File: config.mk
export PLATFORM = sky130hd
export DESIGN_NAME = tx_line_encoder
export DESIGN_NICKNAME = d
export VERILOG_FILES = /design/src/rtl/txenc_pkg.sv /design/src/rtl/txenc_timing.sv /design/src/rtl/txenc_seq.sv /design/src/rtl/txenc_coder.sv /design/src/rtl/tx_line_encoder.sv
export SDC_FILE = /design/constraint.sdc
export NUM_CORES = 1
export LEC_CHECK = 0
export BUFFER_PORTS_ARGS = -buffer_cell sky130_fd_sc_hd__buf_2
export CORE_UTILIZATION = 49
export CTS_BUF_LIST = sky130_fd_sc_hd__clkbuf_4 sky130_fd_sc_hd__clkbuf_8 sky130_fd_sc_hd__clkbuf_16
export DETAILED_ROUTE_END_ITERATION = 7
export PLACE_DENSITY_LB_ADDON = 0.15
export SKIP_CTS_REPAIR_TIMING = 1
export SYNTH_ARGS = -nofsm -noshare
export SYNTH_HDL_FRONTEND = slang
export SYNTH_HIERARCHICAL = 1
export SYNTH_SLANG_ARGS = --single-unit
File: constraint.sdc
create_clock -name clk_i -period 1.5 [get_ports clk_i]
set_input_delay 0.15 -clock clk_i [delete_from_list [all_inputs] [get_ports clk_i]]
set_output_delay 0.15 -clock clk_i [all_outputs]
set_load 0.02 [all_outputs]
File: src/rtl/txenc_pkg.sv
package txenc_pkg;
  typedef enum logic [1:0] {
    ENC_NRZ    = 2'd0,
    ENC_NRZI_Z = 2'd1,
    ENC_NRZI_O = 2'd2,
    ENC_FM0    = 2'd3
  } enc_e;

  typedef enum logic {
    ST_PRE  = 1'b0,
    ST_DATA = 1'b1
  } seq_e;

  typedef struct packed {
    enc_e enc;
    logic pre_en;
    logic one_x;
    logic inv;
  } cfg_t;
endpackage

File: src/rtl/txenc_timing.sv
module txenc_timing #(
  parameter int DIV = 4
) (
  input  logic clk_i,
  input  logic rst_ni,
  input  logic en_i,
  input  logic one_x_i,
  output logic bnd_o,
  output logic mid_o
);
  localparam int CW   = (DIV > 2) ? $clog2(DIV) : 1;
  localparam int HALF = DIV / 2;

  logic [CW-1:0] cnt_q;

  always_ff @(posedge clk_i or negedge rst_ni) begin
    if (!rst_ni)                      cnt_q <= '0;
    else if (!en_i)                   cnt_q <= '0;
    else if (cnt_q == CW'(DIV - 1))   cnt_q <= '0;
    else                              cnt_q <= cnt_q + 1'b1;
  end

  assign bnd_o = en_i && (one_x_i || cnt_q == '0);
  assign mid_o = en_i && !one_x_i && (cnt_q == CW'(HALF));

  initial begin
    if (DIV < 2) $error("DIV must be at least 2");
  end

  AST_BND_MID_EXCL: assert property (@(posedge clk_i) disable iff (!rst_ni)
    en_i |-> !(bnd_o && mid_o));
  AST_DIV_SPACING: assert property (@(posedge clk_i) disable iff (!rst_ni)
    (en_i && bnd_o && !one_x_i) |=> !bnd_o);
endmodule

File: src/rtl/txenc_seq.sv
module txenc_seq
  import txenc_pkg::*;
#(
  parameter int PRE_LEN_W = 5,
  parameter int PRE_MIN   = 8
) (
  input  logic                 clk_i,
  input  logic                 rst_ni,
  input  logic                 en_i,
  input  logic                 bnd_i,
  input  enc_e                 enc_i,
  input  logic                 pre_en_i,
  input  logic [PRE_LEN_W-1:0] pre_len_i,
  input  logic                 data_i,
  input  logic                 valid_i,
  output logic                 ready_o,
  output logic                 bit_o,
  output logic                 act_o
);
  localparam int MW = $clog2(PRE_MIN + 1);
  localparam int CW = (PRE_LEN_W > MW) ? PRE_LEN_W : MW;

  seq_e          st_q;
  logic [CW-1:0] cnt_q;
  logic          ph_q;
  logic          act_q;
  logic [CW-1:0] load_len;
  logic          pre_bit;

  assign load_len = (CW'(pre_len_i) < CW'(PRE_MIN)) ? CW'(PRE_MIN) : CW'(pre_len_i);

  always_comb begin
    unique case (enc_i)
      ENC_NRZ:    pre_bit = ph_q;
      ENC_NRZI_Z: pre_bit = 1'b0;
      default:    pre_bit = 1'b1;
    endcase
  end

  assign ready_o = bnd_i && (st_q == ST_DATA);
  assign bit_o   = (st_q == ST_PRE) ? pre_bit : (valid_i ? data_i : 1'b1);
  assign act_o   = act_q;

  always_ff @(posedge clk_i or negedge rst_ni) begin
    if (!rst_ni) begin
      st_q  <= ST_DATA;
      cnt_q <= '0;
      ph_q  <= 1'b0;
      act_q <= 1'b0;
    end else if (!en_i) begin
      st_q  <= pre_en_i ? ST_PRE : ST_DATA;
      cnt_q <= load_len;
      ph_q  <= 1'b0;
      act_q <= 1'b0;
    end else if (bnd_i) begin
      if (st_q == ST_PRE) begin
        cnt_q <= cnt_q - 1'b1;
        ph_q  <= ~ph_q;
        act_q <= 1'b1;
        if (cnt_q == CW'(1)) st_q <= ST_DATA;
      end else begin
        act_q <= valid_i;
      end
    end
  end

  AST_PRE_NOT_EARLY: assert property (@(posedge clk_i) disable iff (!rst_ni)
    (en_i && bnd_i && st_q == ST_PRE && cnt_q > CW'(1)) |=> st_q == ST_PRE);
  AST_PRE_ACTIVE: assert property (@(posedge clk_i) disable iff (!rst_ni)
    (en_i && bnd_i && st_q == ST_PRE) |=> act_o);
  AST_ACT_CLEARS: assert property (@(posedge clk_i) disable iff (!rst_ni)
    !en_i |=> !act_o);
endmodule

File: src/rtl/txenc_coder.sv
module txenc_coder
  import txenc_pkg::*;
(
  input  logic clk_i,
  input  logic rst_ni,
  input  logic en_i,
  input  logic bnd_i,
  input  logic mid_i,
  input  enc_e enc_i,
  input  logic bit_i,
  input  logic inv_i,
  output logic line_o
);
  logic line_q;
  logic bit_q;
  logic line_d;

  always_comb begin
    unique case (enc_i)
      ENC_NRZ:    line_d = bit_i;
      ENC_NRZI_Z: line_d = bit_i ? line_q : ~line_q;
      ENC_NRZI_O: line_d = bit_i ? ~line_q : line_q;
      default:    line_d = ~line_q;
    endcase
  end

  always_ff @(posedge clk_i or negedge rst_ni) begin
    if (!rst_ni) begin
      line_q <= 1'b1;
      bit_q  <= 1'b1;
    end else if (!en_i) begin
      line_q <= 1'b1;
      bit_q  <= 1'b1;
    end else if (bnd_i) begin
      line_q <= line_d;
      bit_q  <= bit_i;
    end else if (mid_i && enc_i == ENC_FM0 && !bit_q) begin
      line_q <= ~line_q;
    end
  end

  assign line_o = line_q ^ inv_i;

  AST_IDLE_MARK: assert property (@(posedge clk_i) disable iff (!rst_ni)
    !en_i |=> line_q);
  AST_FM0_EDGE: assert property (@(posedge clk_i) disable iff (!rst_ni)
    (en_i && bnd_i && enc_i == ENC_FM0) |=> line_q != $past(line_q));
  AST_ZERO_NRZI_HOLD: assert property (@(posedge clk_i) disable iff (!rst_ni)
    (en_i && bnd_i && enc_i == ENC_NRZI_Z && bit_i) |=> $stable(line_q));
  AST_QUIET_SLOT: assert property (@(posedge clk_i) disable iff (!rst_ni)
    (en_i && !bnd_i && !mid_i) |=> $stable(line_q));
endmodule

File: src/rtl/tx_line_encoder.sv
module tx_line_encoder
  import txenc_pkg::*;
#(
  parameter int DIV       = 4,
  parameter int PRE_LEN_W = 5,
  parameter int PRE_MIN   = 8
) (
  input  logic                 clk_i,
  input  logic                 rst_ni,
  input  logic                 tx_en_i,
  input  logic [1:0]           enc_sel_i,
  input  logic                 pre_en_i,
  input  logic [PRE_LEN_W-1:0] pre_len_i,
  input  logic                 one_x_i,
  input  logic                 inv_i,
  input  logic                 data_i,
  input  logic                 valid_i,
  output logic                 ready_o,
  output logic                 line_o,
  output logic                 active_o
);
  cfg_t                 cfg_q;
  logic [PRE_LEN_W-1:0] len_q;
  logic                 one_x_eff;
  logic                 bnd;
  logic                 mid;
  logic                 enc_bit;

  // settings are only sampled while idle
  always_ff @(posedge clk_i or negedge rst_ni) begin
    if (!rst_ni) begin
      cfg_q <= '{enc: ENC_NRZ, pre_en: 1'b0, one_x: 1'b0, inv: 1'b0};
      len_q <= '0;
    end else if (!tx_en_i) begin
      cfg_q <= '{enc: enc_e'(enc_sel_i), pre_en: pre_en_i, one_x: one_x_i, inv: inv_i};
      len_q <= pre_len_i;
    end
  end

  // FM0 needs a mid-bit point, so it always runs divided
  assign one_x_eff = cfg_q.one_x && (cfg_q.enc != ENC_FM0);

  txenc_timing #(.DIV(DIV)) u_timing (
    .clk_i   (clk_i),
    .rst_ni  (rst_ni),
    .en_i    (tx_en_i),
    .one_x_i (one_x_eff),
    .bnd_o   (bnd),
    .mid_o   (mid)
  );

  txenc_seq #(.PRE_LEN_W(PRE_LEN_W), .PRE_MIN(PRE_MIN)) u_seq (
    .clk_i     (clk_i),
    .rst_ni    (rst_ni),
    .en_i      (tx_en_i),
    .bnd_i     (bnd),
    .enc_i     (cfg_q.enc),
    .pre_en_i  (cfg_q.pre_en),
    .pre_len_i (len_q),
    .data_i    (data_i),
    .valid_i   (valid_i),
    .ready_o   (ready_o),
    .bit_o     (enc_bit),
    .act_o     (active_o)
  );

  txenc_coder u_coder (
    .clk_i  (clk_i),
    .rst_ni (rst_ni),
    .en_i   (tx_en_i),
    .bnd_i  (bnd),
    .mid_i  (mid),
    .enc_i  (cfg_q.enc),
    .bit_i  (enc_bit),
    .inv_i  (cfg_q.inv),
    .line_o (line_o)
  );

  AST_CFG_FROZEN: assert property (@(posedge clk_i) disable iff (!rst_ni)
    (tx_en_i && $past(tx_en_i)) |-> $stable(cfg_q));
endmodule

==> results of run 1 <==
==> power breakdown <==
part           total [mW]  leakage (nW)  switching [mW]  internal (mW)
Combinational       0.417         0.424           0.181          0.236
Clock               0.331        0.0210           0.183          0.149
Sequential          0.735         0.259          0.0622          0.673
Total                1.48         0.705           0.426           1.06
==> through the flow <==
step	total power [mW]	utilization, %	TNS [ns]
after global placement	1.08	59.0	-0.0279
after floorplan	0.961	-	0
after global routing	1.57	66.1	-1.08
final	1.48	66.1	-0.392
after detailed placement	1.09	59.0	-0.290
after CTS	1.42	60.7	-0.733
==> registers in the layout (all words and copies together), names as in the netlist <==
signal / flops
u_coder/bit_q: 1
u_timing/cnt_q: 2
u_seq/cnt_q: 5
u_coder/line_q: 1
len_q: 5
u_seq/ph_q: 1
u_seq/st_q: 1
cfg_q: 5
u_seq/act_o: 1
==> how the worst min path moves through the flow <==
stage / endpoint / cells past startpoint / start / slack [ns]
2_1_floorplan: cfg_q[0] / 0 / rst_ni / -0.15
5_1_grt: len_q[1] / 2 / pre_len_i[1] / 0.03
3_5_place_dp: u_seq/act_o / 1 / rst_ni / 0.14
6_report: len_q[0] / 2 / pre_len_i[0] / 0.05
3_3_place_gp: u_seq/ph_q / 1 / rst_ni / 0.14
4_1_cts: u_seq/act_o / 1 / rst_ni / -0.20
==> synth_stat cells <==
| master | n |
|---|---|
| a21oi_1 | 3 |
| mux2_4 | 10 |
| o21ai_1 | 2 |
| and2_1 | 3 |
| or3_1 | 3 |
| dfstp_2 | 3 |
| a31oi_1 | 3 |
| dfrtp_1 | 19 |
| o31ai_2 | 1 |
| nor4b_1 | 1 |
| ha_1 | 4 |
| xor2_1 | 1 |
| clkbuf_1 | 1 |
| nand3b_1 | 2 |
| buf_6 | 1 |
| a211oi_1 | 1 |
| or2_0 | 1 |
| nor3_1 | 2 |
| nor2_1 | 3 |
| xnor2_1 | 3 |
| o21a_1 | 1 |
| and3b_1 | 2 |
| nand2_1 | 1 |
| o21ai_0 | 3 |
| mux2i_1 | 3 |
| o21ba_1 | 1 |
| a21boi_0 | 1 |
| nor2b_1 | 2 |
| nor3b_1 | 1 |
| a22o_1 | 3 |
| nand2b_1 | 3 |
| inv_1 | 7 |
==> layer usage <==
metal  up-vias  share of wire, %  track usage (%)  routed length, um
li1        406                 -                -                  -
met3         2               4.4             3.64                 99
met1       413                48             25.0               1070
met2        24                47             31.6               1050
met4         0              0.67             8.57                 15
met5         -                 0                0                  0
==> cells by family after synthesis <==
kind of cell / synth area share [%]
fa+ha+maj: 4.39
flops: 48.6
simple gates: 13.1
xor+xnor: 3.07
compound gates: 11.4
buf+inv: 3.62
mux: 15.8
==> layout make-up <==
type,count,area [sq um]
Fill cell,195,749
Multi-Input combinational cell,64,586
Sequential cell,22,554
Timing Repair Buffer,34,225
Clock buffer,4,36.3
Tap cell,28,35.0
Inverter,7,26.3
==> impl_metrics.json, run 1 <==
{
  "power_leakage_nw": 0.705,
  "crit_buf_inv": 3,
  "startpoint_type": "flip-flop",
  "synth_top_area_share_pct": 41.7,
  "path_clk_slew_ns": 0.12,
  "hp-class": "input pin to flip-flop",
  "antenna_found_initial": 0,
  "cp_num_cells": 6,
  "layout-drive-gt1-share_pct": 45.0,
  "tightest_slew_ns": 0.485,
  "pin_count": 18,
  "crit_path_max_fanout": 5,
  "final_area_sq_um": 1460,
  "critPathSlowestCell": "dfrtp_1",
  "setup_viol": 5,
  "period_needed_ns": 1.65,
  "hold_ws_ns": 0.0546,
  "critPathCapture": "ready_o",
  "status": "complete, but fails checks",
  "place_inst": 146,
  "final_common_cell": "dfrtp_1",
  "nets": 151,
  "routedWlPerCell_um": 14.1,
  "setup_slack_ns": -0.154,
  "rsz0062_at_grt": "true",
  "finalNonFillerCells": 159,
  "syn_area_sq_um": 1140,
  "clock_path_buffers": 2,
  "port_buffers": 17,
  "end_kind": "primary output",
  "drt_iter0_drc": 5,
  "initial_utilization_pct": 51.5,
  "clock_skew_ns": 0.00127,
  "hold_viol": 0,
  "grt_pass1_wl_um": 3530,
  "finalCritPeriodShare_pct": 110,
  "ys_seq_elements": 22,
  "syn-num-nets": 114,
  "crit_top_cell": "buf_6",
  "rows": 17,
  "fp.dieW_um": 50.2,
  "synthCells": 95,
  "yosysTopAreaCell": "dfrtp_1",
  "htree_levels": 1,
  "post_drt_via_cell_ratio": 5.31,
  "max_freq_ghz": 0.605,
  "place_congestion": 0.752,
  "violations": "negative setup slack",
  "crit_chain": "inv_2, ha_4, o21a_4, buf_6, and2_4, buf_6",
  "grt_max_degree": 23,
  "cp_top_family": "flip-flops",
  "dr.pass1.iters": 4,
  "dpl_worst_slack_ns": -0.101,
  "gr-total-overflow": 0,
  "detail-route-antenna-nets": 0,
  "num_vias": 845,
  "avgSynthCellArea_sq_um": 12.0,
  "regToRegEndpoint": "u_seq/cnt_q[2]",
  "critPathArrivalTime_ns": 1.50,
  "coreArea_sq_um": 2210,
  "final_cell_mix": "dfrtp_1, buf_2, buf_4",
  "cts_tree": "built",
  "cts_buffers": 3,
  "diodes": 0,
  "clock_latency_ns": 0.31,
  "grt_pass1_vias": 797,
  "synth_area_leaders": "dfrtp_1, mux2_4, dfstp_2",
  "synthDistinctLibCells": 32,
  "cp-startpoint": "u_timing/cnt_q[0]",
  "routed_wl_um": 2240,
  "r2r_start": "cfg_q[4]",
  "ff2ff_setup_slack_ns": -0.11,
  "yosys_warnings": 6,
  "synthToLayoutAreaGrowth_pct": 28.3,
  "cts_sinks": 22,
  "cap_violations": 0,
  "worst-r2r-cell-count": 7,
  "place_area_sq_um": 1310,
  "max_stage_delay_ns": 0.39,
  "die_y_um": 50.2,
  "vdd_ir_drop_max_mv": 0.774,
  "drc": 0,
  "powerDensity_nw_per_um2": 1010,
  "crit_type": "flip-flop to primary output",
  "worst_ep_required_time_ns": 1.35,
  "clock-root-buffer": "clkbuf_4",
  "synth_seq_area_share_pct": 48.6,
  "place_hpwl_um": 1560,
  "slew_headroom_pct": 67.7,
  "grt_usage_pct": 19.4,
  "drv_slew": 0,
  "dieArea_sq_um": 2520
}
No activity file was read; power rests on OpenSTA's default activity.
==> inputs of run 2 (changes only) <==
--- a/config.mk
+++ b/config.mk
@@ -9,6 +9,7 @@
 export CORE_UTILIZATION = 49
 export CTS_BUF_LIST = sky130_fd_sc_hd__clkbuf_4 sky130_fd_sc_hd__clkbuf_8 sky130_fd_sc_hd__clkbuf_16
 export DETAILED_ROUTE_END_ITERATION = 7
+export HOLD_SLACK_MARGIN = 0.08
 export PLACE_DENSITY_LB_ADDON = 0.15
 export SKIP_CTS_REPAIR_TIMING = 1
 export SYNTH_ARGS = -nofsm -noshare
==> run 2 against run 1 <==
Compared with the run above: the flow still finishes with violations (negative setup slack); die area stayed put; worst hold slack better by 0.020 ns; non-clock buffer count is 9 higher; clock-buffer cell count stayed put; utilization is 4.1 points higher; first-iteration DRC count is 40% higher; sequential power hardly changed; clock power hardly changed; register-to-register slack hardly changed; highest routed layer unchanged.
==> impl_metrics.json, run 2 (synthesized netlist as in run 1, its figures left out) <==
{
  "final_cell_mix": "dfrtp_1, buf_2, buf_4",
  "cp_top_family": "flip-flops",
  "drt_iter0_drc": 7,
  "cap_violations": 0,
  "htree_levels": 1,
  "rows": 17,
  "netSwitchingFraction_pct": 28.5,
  "grt_pass1_wl_um": 3530,
  "grt_usage_pct": 19.4,
  "critPathSlowestCell": "dfrtp_1",
  "place_congestion": 0.752,
  "dieArea_sq_um": 2520,
  "startpoint_type": "flip-flop",
  "powerDensity_nw_per_um2": 966,
  "r2r_start": "cfg_q[4]",
  "cts_sinks": 22,
  "initial_utilization_pct": 51.5,
  "antenna_found_initial": 0,
  "grt_max_degree": 23,
  "port_buffers": 17,
  "hp-class": "input pin to flip-flop",
  "grt_pass1_vias": 797,
  "place_inst": 146,
  "post_drt_via_cell_ratio": 5.19,
  "path_clk_slew_ns": 0.12,
  "crit_path_max_fanout": 5,
  "clock_skew_ns": 0.00146,
  "fillers": 183,
  "fp.dieW_um": 50.2,
  "crit_top_cell": "buf_6",
  "end_kind": "primary output",
  "routed_wl_um": 2300,
  "regArea_sq_um": 554,
  "num_vias": 872,
  "power_leakage_nw": 0.742,
  "crit_buf_inv": 3,
  "clock_path_buffers": 2,
  "slew_headroom_pct": 67.9,
  "worst_ep_required_time_ns": 1.35,
  "max_stage_delay_ns": 0.39,
  "vdd_ir_drop_max_mv": 0.677,
  "dr.pass1.iters": 4,
  "hold_viol": 0,
  "regToRegEndpoint": "u_seq/cnt_q[2]",
  "pwr-share-clk_pct": 22.0,
  "routedWlPerCell_um": 13.7,
  "diodes": 0,
  "synthToLayoutAreaGrowth_pct": 36.2,
  "cts_tree": "built",
  "final_common_cell": "dfrtp_1",
  "tightest_slew_ns": 0.482,
  "place_hpwl_um": 1560,
  "ff2ff_setup_slack_ns": -0.11,
  "top_regs": "cfg_q x5, len_q x5, u_seq/cnt_q x5",
  "whs_endpoint": "u_seq/act_o",
  "drv_slew": 0,
  "crit_chain": "inv_2, ha_4, o21a_4, buf_6, and2_4, buf_6",
  "period_needed_ns": 1.66,
  "final_area_sq_um": 1550,
  "hp-start": "valid_i",
  "violations": "negative setup slack",
  "whs_path_depth": 3,
  "status": "complete, but fails checks",
  "p_seq_share_pct": 49.0,
  "nets": 160,
  "power.switching_mw": 0.428,
  "gr-total-overflow": 0,
  "pin_count": 18,
  "die_y_um": 50.2,
  "finalCritPeriodShare_pct": 111,
  "detail-route-antenna-nets": 0,
  "critPathArrivalTime_ns": 1.51,
  "worst-r2r-cell-count": 7,
  "crit_type": "flip-flop to primary output",
  "finalNonFillerCells": 168,
  "clock-root-buffer": "clkbuf_4",
  "setup_slack_ns": -0.159,
  "drc": 0,
  "clock_latency_ns": 0.31,
  "setup_viol": 6,
  "coreArea_sq_um": 2210,
  "layout-drive-gt1-share_pct": 42.1,
  "multi_input_area_sq_um": 586,
  "max_freq_ghz": 0.603,
  "intPower_mw": 1.07,
  "power_frac_comb_pct": 29.0,
  "place_area_sq_um": 1310,
  "cts_buffers": 3,
  "rsz0062_at_grt": "true"
}
==> run 2: worst min-delay path, stage by stage <==
cell     delay (ns)
buf_2          0.11
inv_1          0.04
a21oi_1        0.06
==> run 2: power groups by stage <==
| stage | registers, mW | logic, mW | clock network, mW |
|---|---|---|---|
| after global placement | 0.742 | 0.334 | 0 |
| after floorplan | 0.730 | 0.231 | 0 |
| after detailed placement | 0.744 | 0.347 | 0 |
| after global routing | 0.745 | 0.482 | 0.363 |
| after CTS | 0.733 | 0.349 | 0.336 |
| final | 0.735 | 0.435 | 0.330 |
==> run 2: worst max path at each step <==
| stage | from | endpoint | slack [ns] | cells after the start |
|---|---|---|---|---|
| 3_5_place_dp | cfg_q[3] | u_seq/cnt_q[4] | -0.10 | 5 |
| 4_1_cts | u_timing/cnt_q[0] | ready_o | -0.32 | 6 |
| 2_1_floorplan | cfg_q[4] | u_seq/cnt_q[3] | 0.01 | 5 |
| 3_3_place_gp | u_timing/cnt_q[0] | u_coder/line_q | -0.03 | 7 |
| 5_1_grt | u_timing/cnt_q[0] | ready_o | -0.22 | 6 |
| 6_report | u_timing/cnt_q[0] | ready_o | -0.16 | 6 |
==> run 2: area by class of cell <==
| type | count | share of cell area [%] |
|---|---|---|
| tap | 28 | 2.26 |
| clock buffer | 4 | 2.34 |
| timing repair buffer | 43 | 20.3 |
| multi-input combinational | 64 | 37.7 |
| sequential | 22 | 35.7 |
| inverter | 7 | 1.69 |
==> run 2: routing by layer <==
metal / part of all wire [%] / track usage (%) / up-vias
met5: 0 / 0 / -
li1: - / - / 423
met3: 2.9 / 3.64 / 4
met2: 47 / 31.6 / 16
met1: 48 / 25.0 / 429
met4: 1.5 / 8.57 / 0
==> run 2: through the flow <==
stage                     TNS (ns)  setup slack (ns)  hold slack [ns]  utilization [%]  total power, mW
after floorplan                  0            0.0111           -0.146                -            0.961
after global placement     -0.0279           -0.0279            0.140             59.0             1.08
after CTS                   -0.733            -0.322           -0.204             60.7             1.42
after global routing         -1.08            -0.220           0.0688             70.2             1.59
final                       -0.443            -0.159           0.0741             70.2             1.50
after detailed placement    -0.290            -0.101            0.143             59.0             1.09
==> inputs of run 3 (changes only) <==
--- a/config.mk
+++ b/config.mk
@@ -11,8 +11,6 @@
 export DETAILED_ROUTE_END_ITERATION = 7
 export HOLD_SLACK_MARGIN = 0.08
 export PLACE_DENSITY_LB_ADDON = 0.15
-export SKIP_CTS_REPAIR_TIMING = 1
 export SYNTH_ARGS = -nofsm -noshare
 export SYNTH_HDL_FRONTEND = slang
-export SYNTH_HIERARCHICAL = 1
 export SYNTH_SLANG_ARGS = --single-unit
==> run 3 against run 2 <==
Compared with the run above: the flow now finishes without violations; design area down 3.4%; critical path depth up 1; non-clock buffer count fell by 5; sequential share of layout area rose by 1.3 points; utilization rose by 2.6 points.
==> impl_metrics.json, run 3 <==
{
  "fp.dieW_um": 49.8,
  "drt_iter0_drc": 12,
  "port_buffers": 17,
  "yosysTopAreaCell": "dfrtp_1",
  "synthCells": 103,
  "syn_area_sq_um": 1120,
  "whs_path_depth": 3,
  "yosys_warnings": 0,
  "num_vias": 885,
  "grt_pass1_wl_um": 3660,
  "power_frac_comb_pct": 31.7,
  "finalCritPeriodShare_pct": 97.1,
  "pwr-share-clk_pct": 20.3,
  "vdd_ir_drop_max_mv": 0.762,
  "drc": 0,
  "dieArea_sq_um": 2480,
  "post_drt_via_cell_ratio": 5.21,
  "fillers": 161,
  "htree_levels": 1,
  "setup_slack_ns": 0.0432,
  "yosysMostFrequentCell": "dfrtp_1",
  "clock_latency_ns": 0.30,
  "clock-root-buffer": "clkbuf_4",
  "coreArea_sq_um": 2060,
  "synth_commonest_cells": "dfrtp_1, nor2_1, mux2_2",
  "avgSynthCellArea_sq_um": 10.9,
  "place_hpwl_um": 1510,
  "final_core_util_pct": 72.8,
  "grt_pass1_vias": 918,
  "grt_max_degree": 23,
  "power_leakage_nw": 0.676,
  "place_congestion": 0.820,
  "pin_count": 18,
  "cap_violations": 0,
  "dpl_worst_slack_ns": 0.0227,
  "worst-r2r-cell-count": 7,
  "rows": 16,
  "routed_wl_um": 2230,
  "status": "finished, final reports clean",
  "synth_ff_type": "dfrtp_1",
  "worst_ep_required_time_ns": 1.74,
  "clock_skew_ns": 0.00326,
  "top_regs": "cfg_q x5, len_q x5, u_seq.cnt_q x5",
  "synth_seq_area_share_pct": 49.4,
  "initial_utilization_pct": 54.4,
  "drv_slew": 0,
  "hold_ws_ns": 0.200,
  "crit_path_max_fanout": 5,
  "synthToLayoutAreaGrowth_pct": 33.8,
  "p_seq_share_pct": 48.1,
  "syn-num-nets": 123,
  "synthDistinctLibCells": 31,
  "synthArstFlopShare_pct": 100,
  "final_cell_mix": "dfrtp_1, buf_2, nor2_1, dlygate4sd3_1, buf_4",
  "crit_type": "flip-flop to flip-flop",
  "nets": 164,
  "cts_tree": "built",
  "diodes": 0,
  "final_common_cell": "dfrtp_1",
  "ys_seq_elements": 22,
  "setup_viol": 0,
  "cts_buffers": 3,
  "critPathArrivalTime_ns": 1.70,
  "max_freq_ghz": 0.686,
  "powerDensity_nw_per_um2": 1050,
  "startpoint_type": "flip-flop",
  "hold_viol": 0,
  "tns_ns": 0,
  "path_clk_slew_ns": 0.12,
  "intPower_mw": 1.09,
  "tightest_slew_ns": 0.493,
  "dr.pass1.iters": 4,
  "cts_sinks": 22,
  "antenna_found_initial": 0,
  "layout-drive-gt1-share_pct": 39.9,
  "power.switching_mw": 0.491,
  "end_kind": "flip-flop",
  "period_needed_ns": 1.46,
  "slew_headroom_pct": 67.1,
  "netSwitchingFraction_pct": 31.1,
  "hp-class": "input pin to flip-flop",
  "synth_top_area_share_pct": 42.4,
  "synth_area_leaders": "dfrtp_1, mux2_2, dfstp_2",
  "die_y_um": 49.8,
  "clock_path_buffers": 2,
  "gr-total-overflow": 0,
  "grt_usage_pct": 19.3,
  "synth_edf_count": 0,
  "detail-route-antenna-nets": 0,
  "routedWlPerCell_um": 13.1
}
[run 3: cell count changes in the layout (fill, tap and decap cells not counted), sizes merged, moves of 3 or more]
cell	delta
buf	-6
nand2	+4
a22oi	+3
a22o	-3
nor2	+9
xor2	+3
[run 3: path summary, 6_finish.rpt]
check                                   from             end  slack (ns)
min reg2reg                         cfg_q[2]      u_seq.st_q        0.43
min in group asynchronous             rst_ni     u_seq.act_o        0.33
max                        u_timing.cnt_q[1]  u_coder.line_q        0.04
min                                  valid_i     u_seq.act_o        0.20
max in group asynchronous             rst_ni        cfg_q[3]        0.81
max reg2reg                u_timing.cnt_q[1]  u_coder.line_q        0.04
[run 3: cells by family after synthesis]
kind of cell             Yosys count  share of synthesized area [%]
AND/OR/NAND/NOR                   29                           12.4
flip-flops                        22                           49.4
AO/OA/AOI/OAI                     20                           13.5
multiplexers                      12                           11.8
buffers and inverters             10                           3.35
XOR/XNOR                           5                           3.91
adder cells (fa/ha/maj)            5                           5.58
[run 3: cell type report]
cell class                 count  area [sq um]  share of cell area [%]
timing repair buffer          38           273                    18.2
multi-input combinational     71           572                    38.1
tap                           27          33.8                    2.25
clock buffer                   4          36.3                    2.42
inverter                       8          30.0                    2.00
sequential                    22           556                    37.0
[run 3: critical path: stages (launching register included)]
cell,delay [ns]
dfrtp_1,0.37
inv_1,0.07
ha_4,0.17
buf_4,0.15
or2_2,0.30
a21oi_2,0.14
a311oi_2,0.05
mux2i_1,0.15
[run 3: power groups by stage]
stage / combinational (mW) / sequential [mW] / clock (mW)
2_1_floorplan: 0.278 / 0.764 / 0
3_3_place_gp: 0.383 / 0.774 / 0
3_5_place_dp: 0.392 / 0.777 / 0
4_1_cts: 0.468 / 0.756 / 0.330
5_1_grt: 0.548 / 0.772 / 0.354
6_report: 0.500 / 0.759 / 0.320
[run 3: stage by stage]
| step | total power [mW] | area (sq um) | instances |
|---|---|---|---|
| finish | 1.58 | 1500 | 170 |
| global route | 1.67 | 1500 | 170 |
| CTS | 1.55 | 1450 | 168 |
| detailed placement | 1.17 | 1250 | 148 |
| global placement | 1.16 | 1250 | 148 |
| floorplan | 1.04 | 1120 | 103 |
[run 3: routing by layer]
layer  routed length (um)  vias to the layer above  share of wire [%]  global-route usage [%]
met3                   45                        4                2.0                    2.47
li1                     -                      438                  -                       -
met2                 1130                       16                 51                    34.9
met1                 1020                      427                 46                    22.5
met4                   28                        0                1.3                    8.10
met5                    0                        -                  0                       0
[run 3: repair_timing]
item | CTS | global route
resized for setup | 5 | 7
pin swaps | 2 | 2
setup buffers | 6 | 1
endpoints found under the setup margin | 1 | 2
hold buffers | 10 | 1
endpoints found under the hold margin | 28 | 1
